$ cat config.mk
export PLATFORM = sky130hd
export DESIGN_NAME = pcm_clk_mode_sel
export DESIGN_NICKNAME = d
export VERILOG_FILES = /design/src/rtl/pcm_clk_pkg.sv /design/src/rtl/clk_activity_det.sv /design/src/rtl/frame_divider.sv /design/src/rtl/pcm_clk_mode_sel.sv
export SDC_FILE = /design/constraint.sdc
export NUM_CORES = 1
export LEC_CHECK = 0
export ABC_AREA = 1
export ABC_CLOCK_PERIOD_IN_PS = 1900
export CAP_MARGIN = 20
export CORE_MARGIN = 1
export CORE_UTILIZATION = 50
export DETAILED_ROUTE_END_ITERATION = 12
export PLACE_DENSITY = 0.78
export SYNTH_ARGS = -nofsm -noshare
export SYNTH_HDL_FRONTEND = slang
export SYNTH_SLANG_ARGS = --single-unit
$ cat constraint.sdc
create_clock -name clk -period 1.9 [get_ports clk]
set_clock_uncertainty 0.2 [all_clocks]
set_input_delay 0.57 -clock clk [delete_from_list [all_inputs] [get_ports clk]]
set_output_delay 0.57 -clock clk [all_outputs]
set_load 0.005 [all_outputs]
$ cat src/rtl/pcm_clk_pkg.sv
package pcm_clk_pkg;

    typedef enum logic [1:0] {
        FQ_2048 = 2'd0,
        FQ_1536 = 2'd1,
        FQ_1544 = 2'd2
    } freq_e;

    localparam int PH_W = 8;

    typedef struct packed {
        logic async_mode;
        logic mclkr_live;
    } route_sel_t;

    function automatic freq_e pick_freq(logic async_mode, logic sel_pin,
                                        logic native_2048, logic t1_rate);
        logic use_2048;
        use_2048 = (async_mode || sel_pin) ? native_2048 : !native_2048;
        if (use_2048)
            return FQ_2048;
        return t1_rate ? FQ_1544 : FQ_1536;
    endfunction

    function automatic logic [PH_W-1:0] last_phase(freq_e f);
        return (f == FQ_2048) ? 8'd255 : 8'd191;
    endfunction

endpackage

$ cat src/rtl/clk_activity_det.sv
module clk_activity_det #(
    parameter int WINDOW = 32
) (
    input  logic clk,
    input  logic rst,
    input  logic sig_i,
    output logic active_o
);
    localparam int CW = $clog2(WINDOW + 1);
    localparam logic [CW-1:0] LIM = CW'(WINDOW - 1);

    logic          prev_q;
    logic [CW-1:0] quiet_q;
    logic          active_q;
    logic          edge_seen;

    assign edge_seen = sig_i ^ prev_q;
    assign active_o  = active_q;

    always_ff @(posedge clk) begin
        if (rst) begin
            prev_q   <= sig_i;
            quiet_q  <= LIM;
            active_q <= 1'b0;
        end else begin
            prev_q <= sig_i;
            if (edge_seen) begin
                quiet_q  <= '0;
                active_q <= 1'b1;
            end else if (quiet_q >= LIM) begin
                active_q <= 1'b0;
            end else begin
                quiet_q <= quiet_q + 1'b1;
            end
        end
    end

    assert_edge_sets_R4: assert property (@(posedge clk) disable iff (rst)
        edge_seen |=> active_q);

    assert_quiet_hold_R7: assert property (@(posedge clk) disable iff (rst)
        (active_q && !edge_seen && quiet_q < LIM) |=> active_q);

endmodule

$ cat src/rtl/frame_divider.sv
module frame_divider
    import pcm_clk_pkg::*;
(
    input  logic  clk,
    input  logic  rst,
    input  logic  mclk_i,
    input  logic  fsx_i,
    input  freq_e freq_i,
    output logic  tick_o
);
    logic [PH_W-1:0] phase_q;
    logic            held_q;
    logic            tick_q;
    logic            mprev_q;
    logic            fprev_q;
    logic            mclk_rise;
    logic            fsx_rise;
    logic [PH_W-1:0] last;

    assign mclk_rise = mclk_i & ~mprev_q;
    assign fsx_rise  = fsx_i & ~fprev_q;
    assign last      = last_phase(freq_i);
    assign tick_o    = tick_q;

    always_ff @(posedge clk) begin
        if (rst) begin
            phase_q <= '0;
            held_q  <= 1'b0;
            tick_q  <= 1'b0;
            mprev_q <= mclk_i;
            fprev_q <= fsx_i;
        end else begin
            mprev_q <= mclk_i;
            fprev_q <= fsx_i;
            tick_q  <= 1'b0;
            if (fsx_rise) begin
                phase_q <= '0;
                held_q  <= 1'b0;
                tick_q  <= 1'b1;
            end else if (mclk_rise) begin
                if (phase_q >= last) begin
                    if (freq_i == FQ_1544 && !held_q) begin
                        held_q <= 1'b1;
                    end else begin
                        phase_q <= '0;
                        held_q  <= 1'b0;
                        tick_q  <= 1'b1;
                    end
                end else begin
                    phase_q <= phase_q + 1'b1;
                end
            end
        end
    end

    assert_tick_at_start_R8: assert property (@(posedge clk) disable iff (rst)
        tick_q |-> (phase_q == '0));

    assert_tick_clears_hold_R9: assert property (@(posedge clk) disable iff (rst)
        tick_q |-> !held_q);

    assert_sync_restart_R10: assert property (@(posedge clk) disable iff (rst)
        fsx_rise |=> tick_q);

endmodule

$ cat src/rtl/pcm_clk_mode_sel.sv
module pcm_clk_mode_sel
    import pcm_clk_pkg::*;
#(
    parameter int ACT_WINDOW = 32
) (
    input  logic       clk,
    input  logic       rst,
    input  logic       mclkx_i,
    input  logic       bclkx_i,
    input  logic       mclkr_pdn_i,
    input  logic       rbclk_sel_i,
    input  logic       native_2048_i,
    input  logic       t1_rate_i,
    input  logic       fsx_i,
    output logic       rx_mclk_o,
    output logic       rx_bclk_o,
    output logic       async_o,
    output logic [1:0] freq_code_o,
    output logic       frame_tick_o
);
    localparam int N_DET = 2;

    logic [N_DET-1:0] watch_sig;
    logic [N_DET-1:0] live;
    route_sel_t       route;
    freq_e            fq;

    assign watch_sig = {mclkr_pdn_i, rbclk_sel_i};

    for (genvar g = 0; g < N_DET; g++) begin : g_det
        clk_activity_det #(.WINDOW(ACT_WINDOW)) u_det (
            .clk      (clk),
            .rst      (rst),
            .sig_i    (watch_sig[g]),
            .active_o (live[g])
        );
    end

    assign route.async_mode = live[0];
    assign route.mclkr_live = live[0] & live[1];

    assign fq          = pick_freq(route.async_mode, rbclk_sel_i, native_2048_i, t1_rate_i);
    assign freq_code_o = fq;
    assign async_o     = route.async_mode;
    assign rx_bclk_o   = route.async_mode ? rbclk_sel_i : bclkx_i;
    assign rx_mclk_o   = route.mclkr_live ? mclkr_pdn_i : mclkx_i;

    frame_divider u_div (
        .clk    (clk),
        .rst    (rst),
        .mclk_i (mclkx_i),
        .fsx_i  (fsx_i),
        .freq_i (fq),
        .tick_o (frame_tick_o)
    );

    assert_sync_route_R2: assert property (@(posedge clk) disable iff (rst)
        !async_o |-> (rx_bclk_o == bclkx_i && rx_mclk_o == mclkx_i));

    assert_async_native_R5: assert property (@(posedge clk) disable iff (rst)
        async_o |-> ((freq_code_o == 2'd0) == native_2048_i));

    assert_mclkr_needs_async_R6: assert property (@(posedge clk) disable iff (rst)
        (rx_mclk_o != mclkx_i) |-> async_o);

    assert_code_legal_R11: assert property (@(posedge clk) disable iff (rst)
        freq_code_o != 2'd3);

endmodule

== Yosys cells after proc, flatten, opt, wreduce, memory -nomap -nowiden ==
Cells that the tools add are included.

* Add/sub/neg operators: 3
* Order comparisons: 3
* Equal/unequal tests: 4
* Multiplexer cells: 23
* Bitwise logic cells: 7
* Reduce and logical (&&, ||, !) cells: 12

{| class="wikitable"
|+ Operator list
! kind !! count
|-
| $mux W5 || 4
|-
| $mux W8 || 2
|-
| $mux W1 || 13
|-
| $add A6 B1 Y6 const B || 2
|-
| $ge A6 B5 Y1 const B || 2
|-
| $add A8 B1 Y8 const B || 1
|-
| $ge A8 B8 Y1 || 1
|-
| $mux W7 || 1
|-
| $mux W2 || 3
|-
| $reduce_or A2 Y1 || 3
|-
| $ne A2 B1 Y1 const B || 2
|-
| $reduce_and A2 Y1 || 2
|-
| $reduce_bool A2 Y1 || 2
|-
| $and A1 B1 Y1 || 3
|-
| $eq A2 B2 Y1 const B || 1
|-
| $logic_not A1 Y1 || 2
|-
| $logic_not A2 Y1 || 1
|-
| $ne A2 B2 Y1 const B || 1
|-
| $not A1 Y1 || 2
|-
| $xor A1 B1 Y1 || 2
|-
| $logic_and A1 B1 Y1 || 1
|-
| $logic_or A1 B1 Y1 || 1
|}

* Register bits after elaboration: 28
* Input port bits: 9
* Output and inout port bits: 6
* Logic and storage cells: 65

== Logic depth before layout (Yosys ltp) ==
* Depth after elaboration: 10
* Gate-level depth with buffers: 14
* Gate-level depth less buffers: 14

== By module ==
Synthesis repeated with hierarchy kept, for this count alone.

* Cells, all modules: 225
* Area, all modules: 1536.5 um^2

{| class="wikitable"
|+ By module, submodules not included
! module !! instances !! cells an instance !! area each (um^2) !! seq. area each (um^2)
|-
| clk_activity_det || 2 || 57 || 405.4 || 160.2
|-
| frame_divider || 1 || 96 || 659.4 || 240.2
|-
| pcm_clk_mode_sel || 1 || 15 || 66.3 || 0.0
|}

== Least setup slack after synthesis ==
OpenSTA, ideal clock, no wires.

* Path type: input to register
* Start: input rbclk_sel_i
* End: register u_div.phase_q[0]
* Setup time: 0.113 ns
* Arrival time: 1.785 ns
* Data required time: 1.587 ns
* Setup slack: -0.198 ns
* Stages: 13
* Path buffers: 0
* Cell sequence: nor2_1 > nand2_1 > nand2_2 > inv_1 > ha_1 > nand2_1 > nor2_1 > nand2_2 > nand2_4 > nor2_2 > o21a_1 > o21ai_1 > inv_1

* Longest elaborated chain between the ends: 9
* Elaborated cells on any way between the ends: 12
* Those cells by class: order compare: 1; eq/ne: 2; mux: 5; reduce/logical: 4

{| class="wikitable"
|+ Ends and longest elaborated chain
! element !! RTL line !! source
|-
| start, declared || pcm_clk_mode_sel.sv:11 || <nowiki>input logic rbclk_sel_i,</nowiki>
|-
| $logic_or A1 B1 Y1 * || pcm_clk_pkg.sv:19 || <nowiki>use_2048 = (async_mode || sel_pin) ? native_2048 : !native_2048;</nowiki>
|-
| $mux W1 * || pcm_clk_pkg.sv:19 ||
|-
| $mux W1 * || pcm_clk_pkg.sv:20 || <nowiki>if (use_2048)</nowiki>
|-
| $mux W2 * || pcm_clk_pkg.sv:22 || <nowiki>return t1_rate ? FQ_1544 : FQ_1536;</nowiki>
|-
| $logic_not A2 Y1 || pcm_clk_pkg.sv:26 || <nowiki>return (f == FQ_2048) ? 8'd255 : 8'd191;</nowiki>
|-
| $mux W7 || pcm_clk_pkg.sv:26 ||
|-
| $ge A8 B8 Y1 || frame_divider.sv:41 || <nowiki>if (phase_q >= last) begin</nowiki>
|-
| $ne A2 B2 Y1 (no line) || - ||
|-
| $reduce_and A2 Y1 (no line) || - ||
|-
| end signal, assigned || frame_divider.sv:50 || <nowiki>phase_q <= phase_q + 1'b1;</nowiki>
|-
| end, declared || frame_divider.sv:11 || <nowiki>logic [PH_W-1:0] phase_q;</nowiki>
|}

Mark *: on every way between the ends. The rest lies on a longest branch, timed or not.
A chain may end at the register's enable or synchronous reset.

== Final worst setup path ==
* Start: register g_det[0].u_det.active_q
* End: output rx_bclk_o

* Longest elaborated chain between the ends: 1

{| class="wikitable"
|+ Ends and longest elaborated chain
! element !! RTL line !! source
|-
| start, declared || clk_activity_det.sv:14 || <nowiki>logic active_q;</nowiki>
|-
| start signal, assigned || clk_activity_det.sv:24 || <nowiki>active_q <= 1'b0;</nowiki>
|-
| start signal, assigned || clk_activity_det.sv:29 || <nowiki>active_q <= 1'b1;</nowiki>
|-
| start signal, assigned || clk_activity_det.sv:31 || <nowiki>active_q <= 1'b0;</nowiki>
|-
| $mux W1 || pcm_clk_mode_sel.sv:45 || <nowiki>assign rx_bclk_o = route.async_mode ? rbclk_sel_i : bclkx_i;</nowiki>
|-
| end, declared || pcm_clk_mode_sel.sv:16 || <nowiki>output logic rx_bclk_o,</nowiki>
|}

No other way between the ends.

==> impl_metrics.env <==
export IMPL_io_buffer_count=14
export IMPL_num_rows=19
export IMPL_ant_nets=0
export IMPL_rr_endpoint="u_div.phase_q[0]"
export IMPL_synthCells=192
export IMPL_final_hold_violation_count=0
export IMPL_status="complete, but fails checks"
export IMPL_hp_class="primary input to register"
export IMPL_cts_buffers=3
export IMPL_path_class="register to output pin"
export IMPL_start_util_pct=52.5
export IMPL_grt_pass1_vias=1272
export IMPL_die_h_um=55.6
export IMPL_cp_end_kind="output pin"
export IMPL_grt_use_total_pct=21.0
export IMPL_violations="negative setup slack"
export IMPL_reg2reg_setup_slack_ns=-0.08
export IMPL_power_leakage_nw=0.848
export IMPL_ys_ff_latch=28
export IMPL_yosys_cell_types_count=31
export IMPL_max_slew_margin_rel_pct=69.1
export IMPL_synthesis_nets=205
export IMPL_max_cap_violations=0
export IMPL_gp_congestion=0.817
export IMPL_holdPathStages=2
export IMPL_viasPerCell=5.26
export IMPL_drtIter0Drc=64
export IMPL_final_cells=253
export IMPL_clk_latency_ns=0.33
export IMPL_clockBufferDepth=2
export IMPL_io_pins=15
export IMPL_post_route_drc_count=0
export IMPL_coreArea_um2=2730
export IMPL_grt_pass1_wl_um=5300
export IMPL_synth_xor_area_share_pct=1.83
export IMPL_post_route_period_util_pct=106
export IMPL_fillers=229
export IMPL_arrival_ns=1.25
export IMPL_num_vias=1331
export IMPL_diodes=0
export IMPL_crit_path_max_fanout=4
export IMPL_cts_htree_levels=1
export IMPL_slew_violations=0
export IMPL_wl_um=3010
export IMPL_cts_sinks=28
export IMPL_worst_pin_slew_ns=0.461
export IMPL_antenna_found_initial=0
export IMPL_cts_root_buf="clkbuf_4"
export IMPL_r2r_start="g_det[0].u_det.active_o"
export IMPL_wire_per_inst_um=11.9
export IMPL_fin_nets=236
export IMPL_die_area_um2=3090
export IMPL_dp_cells=245
export IMPL_vdd_ir_drop_max_mv=0.494
export IMPL_clk_pin_slew_ns=0.14
export IMPL_critPathRequiredTime_ns=1.13
export IMPL_yosys_warnings=0
export IMPL_first_pass_iters=4
export IMPL_pre_cts_slack_ns=-0.840
export IMPL_ys_seq_area_share_pct=39.0
export IMPL_dp_hpwl_um=2260
export IMPL_grt_max_degree=16
export IMPL_synthAdderAreaFrac_pct=3.48
export IMPL_rsz0062_at_grt="true"
export IMPL_p_total_mw=1.27
export IMPL_grt_ovfl_total=0
export IMPL_synth_mux_area_fraction_pct=0.784
export IMPL_hold_end="g_det[0].u_det.prev_q"
export IMPL_p_per_area_nw_per_um2=682
export IMPL_drive_gt1_share_pct=29.3
export IMPL_synth_top_family_by_area="simple AND/OR/NAND/NOR gates"
export IMPL_die_x_um=55.6
export IMPL_tritoncts="built"
export IMPL_synth_compound_area_share_pct=13.4
export IMPL_area_delta_synth_final_pct=29.9
export IMPL_start_kind="register"
export IMPL_rr_worst_depth=14
export IMPL_fmax_ghz=0.495
export IMPL_worstHoldStart="rbclk_sel_i"
export IMPL_setup_violations_final=14
export IMPL_netlist_area_um2=1440
export IMPL_syn_area_per_cell_um2=7.48
export IMPL_yosys_area_share_simple_pct=33.4
export IMPL_fin_crit_ns=2.02
export IMPL_fin_ws_ns=-0.118
==> stage by stage <==
step	hold slack [ns]	utilization (%)	instance area [µm²]	setup TNS (ns)
floorplan	0.233	-	1480	-1.44
global placement	0.248	63.3	1730	-13.09
detailed placement	0.259	63.3	1730	-13.86
CTS	0.263	67.1	1840	-1.44
global route	0.285	68.2	1870	-2.06
finish	0.285	68.2	1870	-0.999
==> repair_timing <==
item / CTS / global route
pin swaps: 11 / 9
setup endpoints to repair: 18 / 15
hold buffers: 0 / 0
buffers inserted: 4 / 0
hold endpoints to repair: 0 / 0
gates resized for setup: 48 / 8
==> kinds of logic (layout without fill, tap and decap cells) <==
group,count (synthesis),count (layout)
multiplexers,1,1
AND/OR/NAND/NOR,96,96
flip-flops,28,28
XOR/XNOR,3,3
buffers and inverters,31,61
AO/OA/AOI/OAI,29,29
adder cells (fa/ha/maj),4,4
==> cell usage after synthesis (all sizes together) <==
cell type	n	share of area [%]
a21o	2	1.0
inv	30	7.8
o21ai	12	4.4
xnor2	2	1.2
dfxtp	28	39
nand3	26	10
nand3b	1	0.52
clkbuf	1	0.26
o21a	1	0.52
nor3	3	1.0
nand2	42	13
ha	4	3.5
xor2	1	0.61
a31oi	1	0.44
o211a	1	0.70
nand4	2	0.87
or2	3	1.3
a21oi	12	6.3
nor2	19	6.6
mux2	1	0.78
==> routing by layer <==
layer / up-vias / GRT usage (%) / part of all wire, %
met5: - / 0 / 0
met4: 0 / 6.43 / 0.53
met3: 2 / 2.56 / 3.7
met2: 26 / 36.8 / 50
met1: 618 / 26.8 / 46
li1: 685 / - / -
==> state kept, by name (all words and copies together), names as in the netlist <==
register and flops:
g_det.u_det.quiet_q 12, u_div.phase_q 8, g_det.u_det.active_o 2, g_det.u_det.prev_q 2, u_div.fprev_q 1, u_div.held_q 1, u_div.mprev_q 1, u_div.tick_o 1
==> layout make-up <==
cell class                 count  area [µm²]  share of cell area, %
multi-input combinational    133         858                   46.0
sequential                    28         564                   30.2
timing repair buffer          27         253                   13.5
clock buffer                   4        36.3                   1.95
inverter                      30         115                   6.17
tap                           31        38.8                   2.08
==> critical path, cell delays in order, from the launching register on <==
cell	delay (ns)
dfxtp_4	0.42
buf_6	0.10
mux2_4	0.29
buf_6	0.11
==> where the power goes <==
| part | switching [mW] | total [mW] | internal (mW) |
|---|---|---|---|
| clock network | 0.173 | 0.290 | 0.117 |
| registers | 0.0410 | 0.672 | 0.631 |
| logic | 0.158 | 0.309 | 0.151 |
==> worst max path at each step <==
stage,startpoint,slack [ns],endpoint
finish,g_det[0].u_det.active_o,-0.12,rx_bclk_o
global placement,rbclk_sel_i,-0.80,freq_code_o[0]
global route,g_det[0].u_det.active_o,-0.20,freq_code_o[0]
CTS,g_det[0].u_det.active_o,-0.16,u_div.phase_q[0]
detailed placement,rbclk_sel_i,-0.84,u_div.phase_q[0]
floorplan,rbclk_sel_i,-0.17,u_div.phase_q[0]
==> cells in the final DEF (no fill, tap or decap), types with 4 or more instances in the layout <==
cell and n:
nor2_2 4, nor2_1 12, buf_4 9, o21ai_0 9, nand2_4 4, nand2_1 31, buf_6 5, dlygate4sd2_1 5
inv_1 26, nand2_2 7, a21oi_2 8, dfxtp_1 27, nand3_2 5, nand3_1 20
Power figures use the tool's default switching activity.
